[config.mk]
export PLATFORM = sky130hd
export DESIGN_NAME = isc_top
export DESIGN_NICKNAME = d
export VERILOG_FILES = /design/src/rtl/isc_pkg.sv /design/src/rtl/isc_decode.sv /design/src/rtl/isc_phase_fsm.sv /design/src/rtl/isc_datapath.sv /design/src/rtl/isc_top.sv
export SDC_FILE = /design/constraint.sdc
export NUM_CORES = 1
export LEC_CHECK = 0
export BUFFER_PORTS_ARGS = -buffer_cell sky130_fd_sc_hd__buf_4
export CELL_PAD_IN_SITES_DETAIL_PLACEMENT = 1
export CELL_PAD_IN_SITES_GLOBAL_PLACEMENT = 1
export CORE_ASPECT_RATIO = 0.9
export CORE_MARGIN = 4
export CORE_UTILIZATION = 45
export CTS_BUF_LIST = sky130_fd_sc_hd__clkbuf_4
export DETAILED_ROUTE_END_ITERATION = 12
export GPL_TIMING_DRIVEN = 1
export PLACE_DENSITY_LB_ADDON = 0.1
export SYNTH_ARGS = -nofsm -noshare
export SYNTH_HDL_FRONTEND = slang
export SYNTH_HIERARCHICAL = 1
export SYNTH_SLANG_ARGS = --single-unit
[constraint.sdc]
create_clock -name clk -period 2.9 [get_ports clk]
set_clock_uncertainty 0.2 [all_clocks]
set_input_delay 0.58 -clock clk [delete_from_list [all_inputs] [get_ports clk]]
set_output_delay 0.58 -clock clk [all_outputs]
set_load 0.1 [all_outputs]
[src/rtl/isc_pkg.sv]
package isc_pkg;

    typedef enum logic [1:0] {
        CYC_FETCH = 2'b00,
        CYC_INDIR = 2'b01,
        CYC_EXEC  = 2'b10,
        CYC_INTR  = 2'b11
    } cyc_e;

    typedef enum logic [1:0] {
        OPK_NOP,
        OPK_ADD,
        OPK_ISZ,
        OPK_BSA
    } opk_e;

    localparam int STEP_W = 2;
    localparam int OPC_W  = 3;

    localparam logic [OPC_W-1:0] OPC_ADD = 3'b001;
    localparam logic [OPC_W-1:0] OPC_ISZ = 3'b010;
    localparam logic [OPC_W-1:0] OPC_BSA = 3'b011;

    localparam logic [STEP_W-1:0] LAST_FIXED = 2'd2;

endpackage

[src/rtl/isc_decode.sv]
module isc_decode
    import isc_pkg::*;
(
    input  logic [OPC_W-1:0]  opc,
    output opk_e              kind,
    output logic [STEP_W-1:0] exec_last
);

    always_comb begin
        unique case (opc)
            OPC_ADD: kind = OPK_ADD;
            OPC_ISZ: kind = OPK_ISZ;
            OPC_BSA: kind = OPK_BSA;
            default: kind = OPK_NOP;
        endcase
    end

    always_comb begin
        unique case (kind)
            OPK_NOP: exec_last = 2'd0;
            OPK_ADD: exec_last = 2'd2;
            OPK_ISZ: exec_last = 2'd3;
            OPK_BSA: exec_last = 2'd2;
        endcase
    end

endmodule

[src/rtl/isc_phase_fsm.sv]
module isc_phase_fsm
    import isc_pkg::*;
(
    input  logic              clk,
    input  logic              rst_n,
    input  logic              irq,
    input  logic              fetch_ind,
    input  logic [STEP_W-1:0] exec_last,
    output cyc_e              phase,
    output logic [STEP_W-1:0] step
);

    cyc_e              phase_nxt;
    logic              int_en;
    logic [STEP_W-1:0] last_step;
    logic              at_last;

    always_comb begin
        last_step = (phase == CYC_EXEC) ? exec_last : LAST_FIXED;
        at_last   = (step == last_step);
        phase_nxt = phase;
        if (at_last) begin
            unique case (phase)
                CYC_FETCH: phase_nxt = fetch_ind ? CYC_INDIR : CYC_EXEC;
                CYC_INDIR: phase_nxt = CYC_EXEC;
                CYC_EXEC:  phase_nxt = (irq && int_en) ? CYC_INTR : CYC_FETCH;
                CYC_INTR:  phase_nxt = CYC_FETCH;
            endcase
        end
    end

    always_ff @(posedge clk or negedge rst_n) begin
        if (!rst_n) begin
            phase  <= CYC_FETCH;
            step   <= '0;
            int_en <= 1'b1;
        end else begin
            phase <= phase_nxt;
            step  <= at_last ? '0 : step + 1'b1;
            if (at_last && phase_nxt == CYC_INTR)
                int_en <= 1'b0;
        end
    end

    // a phase change always lands on step 0
    a_r11_step_restart: assert property (@(posedge clk) disable iff (!rst_n)
        (phase != $past(phase)) |-> (step == '0));

    // inside a phase the step counts up by one
    a_r11_step_count: assert property (@(posedge clk) disable iff (!rst_n)
        (phase == $past(phase) && step != '0) |-> (step == $past(step) + 1'b1));

    // fetch never goes directly to interrupt
    a_r2_fetch_exit: assert property (@(posedge clk) disable iff (!rst_n)
        ($past(phase) == CYC_FETCH && phase != CYC_FETCH) |-> (phase != CYC_INTR));

    // interrupt entry is followed by fetch
    a_r2_intr_exit: assert property (@(posedge clk) disable iff (!rst_n)
        ($past(phase) == CYC_INTR && phase != CYC_INTR) |-> (phase == CYC_FETCH));

    // once an interrupt was taken, no second one before reset
    a_r9_one_shot: assert property (@(posedge clk) disable iff (!rst_n)
        (phase == CYC_INTR && $past(phase) != CYC_INTR) |-> $past(int_en));

endmodule

[src/rtl/isc_datapath.sv]
module isc_datapath
    import isc_pkg::*;
#(
    parameter int                DATA_W    = 16,
    parameter int                ADDR_W    = 12,
    parameter logic [ADDR_W-1:0] SAVE_ADDR = '0,
    parameter logic [ADDR_W-1:0] VEC_ADDR  = 12'd1
) (
    input  logic              clk,
    input  logic              rst_n,
    input  cyc_e              phase,
    input  logic [STEP_W-1:0] step,
    input  opk_e              kind,
    input  logic [DATA_W-1:0] mem_rdata,
    output logic [ADDR_W-1:0] mem_addr,
    output logic              mem_rd,
    output logic              mem_wr,
    output logic [DATA_W-1:0] mem_wdata,
    output logic [OPC_W-1:0]  opc,
    output logic              fetch_ind,
    output logic [ADDR_W-1:0] pc,
    output logic [DATA_W-1:0] r1
);

    localparam int IR_W = ADDR_W + OPC_W;
    localparam int PAD  = DATA_W - ADDR_W;

    logic [ADDR_W-1:0] mar;
    logic [DATA_W-1:0] mbr;
    logic [IR_W-1:0]   ir;
    logic [ADDR_W-1:0] ir_addr;
    logic [DATA_W-1:0] pc_ext;
    logic              opnd_rd;

    assign ir_addr   = ir[ADDR_W-1:0];
    assign opc       = ir[IR_W-1 -: OPC_W];
    assign pc_ext    = {{PAD{1'b0}}, pc};
    assign fetch_ind = mbr[DATA_W-1];
    assign mem_wdata = mbr;

    // memory port: address is sent in the same step as the MAR load
    always_comb begin
        opnd_rd = (phase == CYC_EXEC) && (step == 2'd0) &&
                  (kind == OPK_ADD || kind == OPK_ISZ);
        mem_rd  = 1'b0;
        mem_wr  = 1'b0;
        mem_addr = mar;
        if (phase == CYC_FETCH && step == 2'd0) begin
            mem_rd   = 1'b1;
            mem_addr = pc;
        end else if ((phase == CYC_INDIR && step == 2'd0) || opnd_rd) begin
            mem_rd   = 1'b1;
            mem_addr = ir_addr;
        end else if ((phase == CYC_INTR && step == 2'd2) ||
                     (phase == CYC_EXEC && kind == OPK_ISZ && step == 2'd3) ||
                     (phase == CYC_EXEC && kind == OPK_BSA && step == 2'd1)) begin
            mem_wr = 1'b1;
        end
    end

    always_ff @(posedge clk or negedge rst_n) begin
        if (!rst_n) begin
            pc  <= '0;
            mar <= '0;
            mbr <= '0;
            ir  <= '0;
            r1  <= '0;
        end else begin
            unique case (phase)
                CYC_FETCH: begin
                    unique case (step)
                        2'd0: mar <= pc;
                        2'd1: begin
                            mbr <= mem_rdata;
                            pc  <= pc + 1'b1;
                        end
                        2'd2: ir <= mbr[IR_W-1:0];
                        default: ;
                    endcase
                end
                CYC_INDIR: begin
                    unique case (step)
                        2'd0: mar <= ir_addr;
                        2'd1: mbr <= mem_rdata;
                        2'd2: ir[ADDR_W-1:0] <= mbr[ADDR_W-1:0];
                        default: ;
                    endcase
                end
                CYC_INTR: begin
                    unique case (step)
                        2'd0: mbr <= pc_ext;
                        2'd1: begin
                            mar <= SAVE_ADDR;
                            pc  <= VEC_ADDR;
                        end
                        default: ;
                    endcase
                end
                CYC_EXEC: begin
                    unique case (kind)
                        OPK_ADD: begin
                            unique case (step)
                                2'd0: mar <= ir_addr;
                                2'd1: mbr <= mem_rdata;
                                2'd2: r1  <= r1 + mbr;
                                default: ;
                            endcase
                        end
                        OPK_ISZ: begin
                            unique case (step)
                                2'd0: mar <= ir_addr;
                                2'd1: mbr <= mem_rdata;
                                2'd2: mbr <= mbr + 1'b1;
                                2'd3: if (mbr == '0) pc <= pc + 1'b1;
                            endcase
                        end
                        OPK_BSA: begin
                            unique case (step)
                                2'd0: begin
                                    mar <= ir_addr;
                                    mbr <= pc_ext;
                                end
                                2'd1: pc <= ir_addr;
                                2'd2: pc <= pc + 1'b1;
                                default: ;
                            endcase
                        end
                        OPK_NOP: ;
                    endcase
                end
            endcase
        end
    end

    // one strobe at a time
    a_r10_strobe_excl: assert property (@(posedge clk) disable iff (!rst_n)
        !(mem_rd && mem_wr));

    // the fetch read uses the program counter value seen next step minus one
    a_r3_pc_advance: assert property (@(posedge clk) disable iff (!rst_n)
        (phase == CYC_FETCH && step == 2'd1) |=> (pc == $past(pc) + 1'b1));

    // the save write goes to the save address and holds the return point
    a_r9_save_write: assert property (@(posedge clk) disable iff (!rst_n)
        (phase == CYC_INTR && step == 2'd2) |-> (mem_wr && mem_addr == SAVE_ADDR));

    // a no-op execute leaves the general register alone
    a_r8_nop_quiet: assert property (@(posedge clk) disable iff (!rst_n)
        (phase == CYC_EXEC && kind == OPK_NOP) |=> (r1 == $past(r1) && pc == $past(pc)));

    // the data of a read is consumed in the step right after the strobe
    a_r10_read_then_load: assert property (@(posedge clk) disable iff (!rst_n)
        (mem_rd && phase != CYC_FETCH) |=> (step == 2'd1));

endmodule

[src/rtl/isc_top.sv]
module isc_top
    import isc_pkg::*;
#(
    parameter int DATA_W = 16,
    parameter int ADDR_W = 12
) (
    input  logic              clk,
    input  logic              rst_n,
    input  logic              irq,
    output logic [ADDR_W-1:0] mem_addr,
    output logic              mem_rd,
    output logic              mem_wr,
    output logic [DATA_W-1:0] mem_wdata,
    input  logic [DATA_W-1:0] mem_rdata,
    output logic [1:0]        cyc_code,
    output logic [STEP_W-1:0] step_idx,
    output logic [ADDR_W-1:0] pc_out,
    output logic [DATA_W-1:0] r1_out
);

    cyc_e              phase;
    logic [STEP_W-1:0] step;
    opk_e              kind;
    logic [STEP_W-1:0] exec_last;
    logic [OPC_W-1:0]  opc;
    logic              fetch_ind;

    isc_decode u_decode (
        .opc       (opc),
        .kind      (kind),
        .exec_last (exec_last)
    );

    isc_phase_fsm u_fsm (
        .clk       (clk),
        .rst_n     (rst_n),
        .irq       (irq),
        .fetch_ind (fetch_ind),
        .exec_last (exec_last),
        .phase     (phase),
        .step      (step)
    );

    isc_datapath #(
        .DATA_W (DATA_W),
        .ADDR_W (ADDR_W)
    ) u_dp (
        .clk       (clk),
        .rst_n     (rst_n),
        .phase     (phase),
        .step      (step),
        .kind      (kind),
        .mem_rdata (mem_rdata),
        .mem_addr  (mem_addr),
        .mem_rd    (mem_rd),
        .mem_wr    (mem_wr),
        .mem_wdata (mem_wdata),
        .opc       (opc),
        .fetch_ind (fetch_ind),
        .pc        (pc_out),
        .r1        (r1_out)
    );

    assign cyc_code = phase;
    assign step_idx = step;

endmodule

# ---- Word-level counts from Yosys, hierarchy flattened
# Index checks and enable logic that the tools add are counted.
dict set report word_totals {
  regBits 76
  latch_bits 0
  ramBits 0
  mem_bits_ro 0
  input_bits 19
  out_inout_bits 62
  memories 0
}
dict set report classes {
  n_addsub 4
  mul 0
  n_div 0
  magnitude_cmp 0
  eq_ne 26
  n_shift 0
  n_mux 35
  bitwise_logic 0
  reduce_logical 30
}
# cell count
set op_table {}
lappend op_table {{2-to-1 mux 12 bit} 12}
lappend op_table {{one-hot mux 16 bit (3 select lines)} 2}
lappend op_table {{one-hot mux 12 bit (2 select lines)} 3}
lappend op_table {{one-hot mux 12 bit (4 select lines)} 1}
lappend op_table {{one-hot mux 12 bit (3 select lines)} 1}
lappend op_table {{2-to-1 mux 16 bit} 2}
lappend op_table {{one-hot mux 16 bit (2 select lines)} 1}
lappend op_table {{adder 16 x 1 -> 16 bit, second input constant} 1}
lappend op_table {{adder 16 bit} 1}
lappend op_table {{zero test 16 bit} 1}
lappend op_table {{== test 2 bit, second input constant} 7}
lappend op_table {{adder 12 x 1 -> 12 bit, second input constant} 1}
lappend op_table {{inequality test 2 bit, second input constant} 6}
lappend op_table {{one-hot mux 2 bit (3 select lines)} 2}
lappend op_table {{logical AND 1 bit} 11}
lappend op_table {{2-to-1 mux 2 bit} 5}
lappend op_table {{inequality test 3 bit, second input constant} 3}
lappend op_table {{AND reduction 3 bit} 3}
lappend op_table {{inequality test 4 x 3 -> 1 bit, second input constant} 2}
lappend op_table {{one-hot mux 2 bit (4 select lines)} 1}
lappend op_table {{AND reduction 7 bit} 1}
lappend op_table {{== test 2 x 1 -> 1 bit, second input constant} 3}
lappend op_table {{== test 3 x 2 -> 1 bit, second input constant} 2}
lappend op_table {{zero test 2 bit} 3}
lappend op_table {{other kinds (11)} 20}

# ---- Depth between registers and ports, before layout
dict set report depth {
  word_depth 10
  ltp_mapped 12
  depth_no_buf 9
}

# ---- Hierarchy
# Netlist, hierarchy kept.
# mod n_inst cells_each area_per_inst_um2
set modules_own_cells {}
lappend modules_own_cells {isc_datapath 1 622 5303.8}
lappend modules_own_cells {isc_phase_fsm 1 26 261.5}
lappend modules_own_cells {isc_decode 1 4 35.0}

# ---- Worst setup path before layout
# OpenSTA, ideal clock, no wires.
dict set report synth_path {
  path_type {flip-flop to output port}
  start {register u_fsm.phase[1]}
  end {output mem_addr[10]}
  t_arrival_ns 4.475
  t_required_ns 2.120
  path_slack_ns -2.355
  stages_incl_launch_ff 9
  path_buffers 3
  cell_sequence {dfrtp_1 -> ha_1 -> buf_2 -> buf_2 -> a21oi_1 -> nor3_2 -> buf_2 -> mux2i_1 -> o21ai_0}
}
dict set report synth_via {
  elab_chain_len 6
}
# element line
set synth_rtl {}
lappend synth_rtl {{start, declared} isc_phase_fsm.sv:9} ;# output cyc_e phase,
lappend synth_rtl {{start signal, assigned} isc_phase_fsm.sv:38} ;# phase <= phase_nxt;
lappend synth_rtl {{== test 2 bit} isc_datapath.sv:43} ;# opnd_rd = (phase == CYC_EXEC) && (step == 2'd0) &&
lappend synth_rtl {{logical AND 1 bit (2 in a row)} isc_datapath.sv:43}
lappend synth_rtl {{logical OR 1 bit} isc_datapath.sv:51} ;# end else if ((phase == CYC_INDIR && step == 2'd0) || opnd_rd) begin
lappend synth_rtl {{2-to-1 mux 12 bit} isc_datapath.sv:51}
lappend synth_rtl {{2-to-1 mux 12 bit *} isc_datapath.sv:48} ;# if (phase == CYC_FETCH && step == 2'd0) begin
lappend synth_rtl {{end, declared} isc_top.sv:10} ;# output logic [ADDR_W-1:0] mem_addr,
# Mark *: on every way between the ends. The rest lies on a longest branch, timed or not.

# ---- Final worst setup path
dict set report layout_path {
  start {register u_dp.ir[14]}
  end {output mem_addr[6]}
}
dict set report layout_via {
  elab_chain_len 8
}
# element line
set layout_rtl {}
lappend layout_rtl {{start, declared} isc_datapath.sv:30} ;# logic [IR_W-1:0] ir;
lappend layout_rtl {{start signal, assigned} isc_datapath.sv:77} ;# 2'd2: ir <= mbr[IR_W-1:0];
lappend layout_rtl {{start signal, assigned by index} isc_datapath.sv:85} ;# 2'd2: ir[ADDR_W-1:0] <= mbr[ADDR_W-1:0];
lappend layout_rtl {{== test 3 x 2 -> 1 bit / == test 3 x 1 -> 1 bit (equally long branches)} isc_decode.sv:10} ;# unique case (opc)
lappend layout_rtl {{one-hot mux 2 bit (3 select lines) *} isc_decode.sv:10}
lappend layout_rtl {{net kind[0]} isc_top.sv:23} ;# opk_e kind;
lappend layout_rtl {{== test 2 x 1 -> 1 bit / == test 2 bit (equally long branches)} isc_datapath.sv:44} ;# (kind == OPK_ADD || kind == OPK_ISZ);
lappend layout_rtl {{logical OR 1 bit *} isc_datapath.sv:44}
lappend layout_rtl {{logical AND 1 bit *} isc_datapath.sv:43}
lappend layout_rtl {{logical OR 1 bit *} isc_datapath.sv:51}
lappend layout_rtl {{2-to-1 mux 12 bit *} isc_datapath.sv:51}
lappend layout_rtl {{2-to-1 mux 12 bit *} isc_datapath.sv:48}
# The timed path passes the listed nets; every way through them passes the cells marked *.

==> flow_summary.yaml <==
global_route:
  grt.busiest_layer: "met2"
  via_count_of_the_first_global_routing_pass: 6016
  grt_antenna_before_repair: 0
  grt_start_max_net_pins: 46
  grt_usage: 0.2858
  first_pass_grt_wire_length_um: 32520
  global_route.overflow_total: 0
  met3_usage: 0.05431
  gr-usage-met2: 0.4872
  groute.layer.met1.usage: 0.3770
placed_design:
  place.detailed.hpwl_um: 14600
  gp_routability_congestion: 0.9547
  number_of_port_buffers: 80
layout:
  share_of_final_layout_standard_cells_stronger_than_drive_strength_1: 0.3139
  filler_cell_count: 1396
  nets: 796
  finish.utilization: 0.6109
  layout-area-overhead-vs-synth_pct: 32.26
  antenna_cells_inserted: 0
  layout.area.seq_sq_mm: 0.001924
  multi_input_comb_area_sq_mm: 0.003836
clock_tree:
  clk_pin_slew_ps: 130
  clk_path_buf_depth: 2
  clock_tree.root_cell: "sky130_fd_sc_hd__clkbuf_4"
  clkLatencyLatePin_ps: 460
  cts_made_buffers: 9
  tritoncts_clock_tree: "done"
  clock_sinks: 76
  cts.htree.levels: 3
synth:
  synthesis.instances: 652
  yosys_warnings: 6
  ys_seq_elements: 76
  synthDistinctLibCells: 71
  synth_edf_count: 0
  post_synth_instance_area_sq_mm: 0.005600
  synth_top_flop_cell: "sky130_fd_sc_hd__dfrtp_1"
  number_of_nets_produced_by_synthesis: 698
  avgSynthCellArea_sq_um: 8.590
  async_flop_share: 1.000
  synth_seq_area_share: 0.3398
timing:
  rsz0062_at_grt: "true"
  setup_viol_count_final: 14
  fin_ws_ps: -340.4
  final.period_utilization: 1.117
  maxSlewHeadroom: 0.5684
  tightestPinTransition_ps: 647.4
  finalCriticalPeriod_ps: 3240
  final_max_slew_viol_count: 0
  fin_tns_setup_ps: -4104
  final_hold_viol_count: 0
  fmax_mhz: 308.6
routing:
  drt_pass1_iterations: 5
  remaining_drc_errors: 0
  route.final.wire_length_um: 20680
  via_count: 5799
  routed_wire_length_per_instance_um: 22.60
  drtAntennaViolNets: 0
  detail_route.iter0.violations: 515
  post_drt_via_cell_ratio: 6.338
setup_path:
  critical_path_rt_ps: 2120
  crit-reg2reg-launch: "u_dp/mem_wdata[1]$_DFFE_PN0P_"
  cp_num_cells: 9
  critical_path.max_stage_delay_ps: 440
  timing.reg2reg.setup_slack_ps: 90
  worstSetupPathType: "reg2out"
  ff2ff_path_depth: 8
  timing.critical_path.to_type: "output pin"
  slowest_stage: "sky130_fd_sc_hd__dfrtp_1"
  r2r-end: "u_dp/r1[13]$_DFFE_PN0P_"
  startpoint_type: "flop"
  critical-path-top-cell-by-count: "sky130_fd_sc_hd__buf_12"
  crit_arrival_ps: 2460
  crit_family: "buffers and inverters"
  critical_path.n_buffers_inverters: 3
  crit_path_max_fanout: 7
  crit_chain: "nor2b_2 > inv_2 > ha_4 > a21oi_2 > nor3_4 > buf_12 > mux2i_4 > o21ai_4 > buf_12"
min_path:
  worst_hold_path.endpoint: "u_fsm/int_en$_DFFE_PN1P_"
  hold_path_startpoint: "irq"
  min-delay-path-class: "in2reg"
  hold-path-cell-count: 2
floorplan:
  ios: 81
  floorplan.initialDensity: 0.4619
  die_width_um: 125.6
  die_area_sq_mm: 0.01430
  floorplan.core_area_sq_mm: 0.01212
  placementRows: 38
  die_height_um: 113.8
run:
  cap_viol_max_count: 0
outcome:
  outcome: "complete, but fails checks"
  failed_checks: "setup timing"
how the worst max path moves through the flow:
| stage | start | to | slack (ps) |
|---|---|---|---|
| 2_1_floorplan | u_fsm/phase[0]$_DFF_PN0_ | mem_addr[5] | -200 |
| 3_3_place_gp | u_dp/ir[14]$_DFFE_PN0P_ | mem_addr[5] | 110 |
| 3_5_place_dp | u_dp/ir[14]$_DFFE_PN0P_ | mem_addr[6] | 50 |
| 4_1_cts | u_dp/ir[14]$_DFFE_PN0P_ | mem_addr[2] | -370 |
| 5_1_grt | u_dp/ir[14]$_DFFE_PN0P_ | mem_addr[11] | -460 |
| 6_report | u_dp/ir[14]$_DFFE_PN0P_ | mem_addr[6] | -340 |
layout by cell type, fill, tap and decap left out, types with 4 or more instances in the layout:
cell / n
sky130_fd_sc_hd__a22o_1: 8
sky130_fd_sc_hd__mux2_2: 21
sky130_fd_sc_hd__mux2i_1: 4
sky130_fd_sc_hd__nand2_1: 66
sky130_fd_sc_hd__a221oi_1: 6
sky130_fd_sc_hd__nor3_1: 7
sky130_fd_sc_hd__o21ai_4: 12
sky130_fd_sc_hd__nor2_1: 54
sky130_fd_sc_hd__dfrtp_1: 66
sky130_fd_sc_hd__a22oi_1: 20
sky130_fd_sc_hd__nand3_1: 10
sky130_fd_sc_hd__mux2i_4: 13
sky130_fd_sc_hd__xor2_1: 9
sky130_fd_sc_hd__o2bb2ai_1: 6
sky130_fd_sc_hd__a31oi_1: 9
sky130_fd_sc_hd__xnor2_1: 10
sky130_fd_sc_hd__inv_1: 9
sky130_fd_sc_hd__o211ai_1: 6
sky130_fd_sc_hd__nand2b_1: 10
sky130_fd_sc_hd__a211oi_1: 4
sky130_fd_sc_hd__nor4_1: 8
sky130_fd_sc_hd__dfrtp_2: 5
sky130_fd_sc_hd__ha_1: 22
sky130_fd_sc_hd__ha_4: 4
sky130_fd_sc_hd__o21ai_0: 47
sky130_fd_sc_hd__nand4_1: 5
sky130_fd_sc_hd__buf_4: 114
sky130_fd_sc_hd__a21o_1: 9
sky130_fd_sc_hd__and3_1: 15
sky130_fd_sc_hd__buf_12: 18
sky130_fd_sc_hd__a211o_1: 4
sky130_fd_sc_hd__dfrtp_4: 4
sky130_fd_sc_hd__a21oi_1: 46
sky130_fd_sc_hd__nor2b_1: 4
sky130_fd_sc_hd__clkbuf_4: 9
registers in the layout, indices dropped and copies added, names as in the netlist:
register	flops
u_dp/ir	15
u_dp/mar	12
u_dp/mem_wdata	16
u_dp/pc	12
u_dp/r1	16
u_fsm/int_en	1
u_fsm/phase	2
u_fsm/step	2
metrics by stage:
stage | cell area (sq um) | hold slack (ps) | std cells | worst slack (ps)
2_1_floorplan | 5967 | 84.41 | 652 | -202.4
3_3_place_gp | 6854 | 228.9 | 887 | 108.4
3_5_place_dp | 6854 | 239.2 | 887 | 48.73
4_1_cts | 7351 | 18.73 | 913 | -369.9
5_1_grt | 7407 | 15.66 | 915 | -460.1
6_report | 7407 | 53.84 | 915 | -340.4
cell usage after synthesis, types with 3 or more instances:
cell type	instances	share of area
sky130_fd_sc_hd__a31oi_1	9	0.010
sky130_fd_sc_hd__a221o_1	3	0.0054
sky130_fd_sc_hd__and3_1	15	0.017
sky130_fd_sc_hd__a221oi_1	6	0.0094
sky130_fd_sc_hd__a211oi_1	6	0.0080
sky130_fd_sc_hd__clkbuf_1	24	0.016
sky130_fd_sc_hd__nor4_1	8	0.0089
sky130_fd_sc_hd__nor4b_1	3	0.0047
sky130_fd_sc_hd__a21oi_1	48	0.043
sky130_fd_sc_hd__xnor2_1	10	0.016
sky130_fd_sc_hd__mux2_2	21	0.042
sky130_fd_sc_hd__a22o_1	8	0.013
sky130_fd_sc_hd__nand2_1	66	0.044
sky130_fd_sc_hd__ha_1	26	0.058
sky130_fd_sc_hd__nand4_1	5	0.0056
sky130_fd_sc_hd__buf_4	4	0.0054
sky130_fd_sc_hd__dfrtp_1	75	0.34
sky130_fd_sc_hd__buf_2	17	0.015
sky130_fd_sc_hd__inv_1	12	0.0080
sky130_fd_sc_hd__or2_2	4	0.0045
sky130_fd_sc_hd__a2111oi_0	3	0.0047
sky130_fd_sc_hd__nor3_1	8	0.0071
sky130_fd_sc_hd__nand3_1	11	0.0098
sky130_fd_sc_hd__nor2_1	54	0.036
sky130_fd_sc_hd__a41oi_1	3	0.0047
sky130_fd_sc_hd__o2bb2ai_1	6	0.0094
sky130_fd_sc_hd__nand2b_1	10	0.011
sky130_fd_sc_hd__a22oi_1	20	0.027
sky130_fd_sc_hd__a21o_1	10	0.013
sky130_fd_sc_hd__a211o_1	4	0.0063
sky130_fd_sc_hd__xor2_1	9	0.014
sky130_fd_sc_hd__mux2i_1	17	0.030
sky130_fd_sc_hd__o21bai_1	3	0.0040
sky130_fd_sc_hd__o21ai_0	60	0.054
sky130_fd_sc_hd__nor3b_1	3	0.0040
sky130_fd_sc_hd__o211ai_1	6	0.0080
sky130_fd_sc_hd__nor2b_1	6	0.0067
sky130_fd_sc_hd__o22ai_1	4	0.0045
kinds of logic (layout without fill, tap and decap cells):
family	Yosys count	after routing	share of synthesized area
AOI/OAI and AO/OA	221	221	0.2605
xor gates and xnor gates	19	19	0.02971
buffers and inverters	61	164	0.05004
DFF	76	76	0.3398
and+or+nand+nor	209	209	0.1830
muxes	39	39	0.07529
adders and majority gates	27	27	0.06166
what timing repair did:
item,CTS,global route
buffers inserted,8,3
setup endpoints to repair,14,19
resized for setup,58,17
hold buffers,1,0
endpoints found under the hold margin,43,0
cloned,1,0
pin swaps,12,10
cell type report:
cell class,instances,area share
tap,160,0.02703
clock buffer,9,0.009122
clock inverter,7,0.009122
sequential,76,0.2598
multi-input combinational,515,0.5179
timing repair buffer,136,0.1706
inverter,12,0.006419
layer usage:
layer	share of wire	up-vias
met5	0	-
li1	-	2612
met1	0.43	2946
met3	0.054	33
met4	0.017	0
met2	0.50	208
worst reg2reg max path, stage by stage, from the launching register on:
cell                       delay, ps
sky130_fd_sc_hd__dfrtp_2         490
sky130_fd_sc_hd__buf_4           180
sky130_fd_sc_hd__ha_1            320
sky130_fd_sc_hd__a211o_1         300
sky130_fd_sc_hd__a211oi_1        500
sky130_fd_sc_hd__o21ai_0         320
sky130_fd_sc_hd__nand2_1         170
sky130_fd_sc_hd__xor2_1          140
sky130_fd_sc_hd__o21ai_0          90
Power is not shown: default switching activity piles up to over one toggle a cycle in this logic, so the estimate is an artifact.
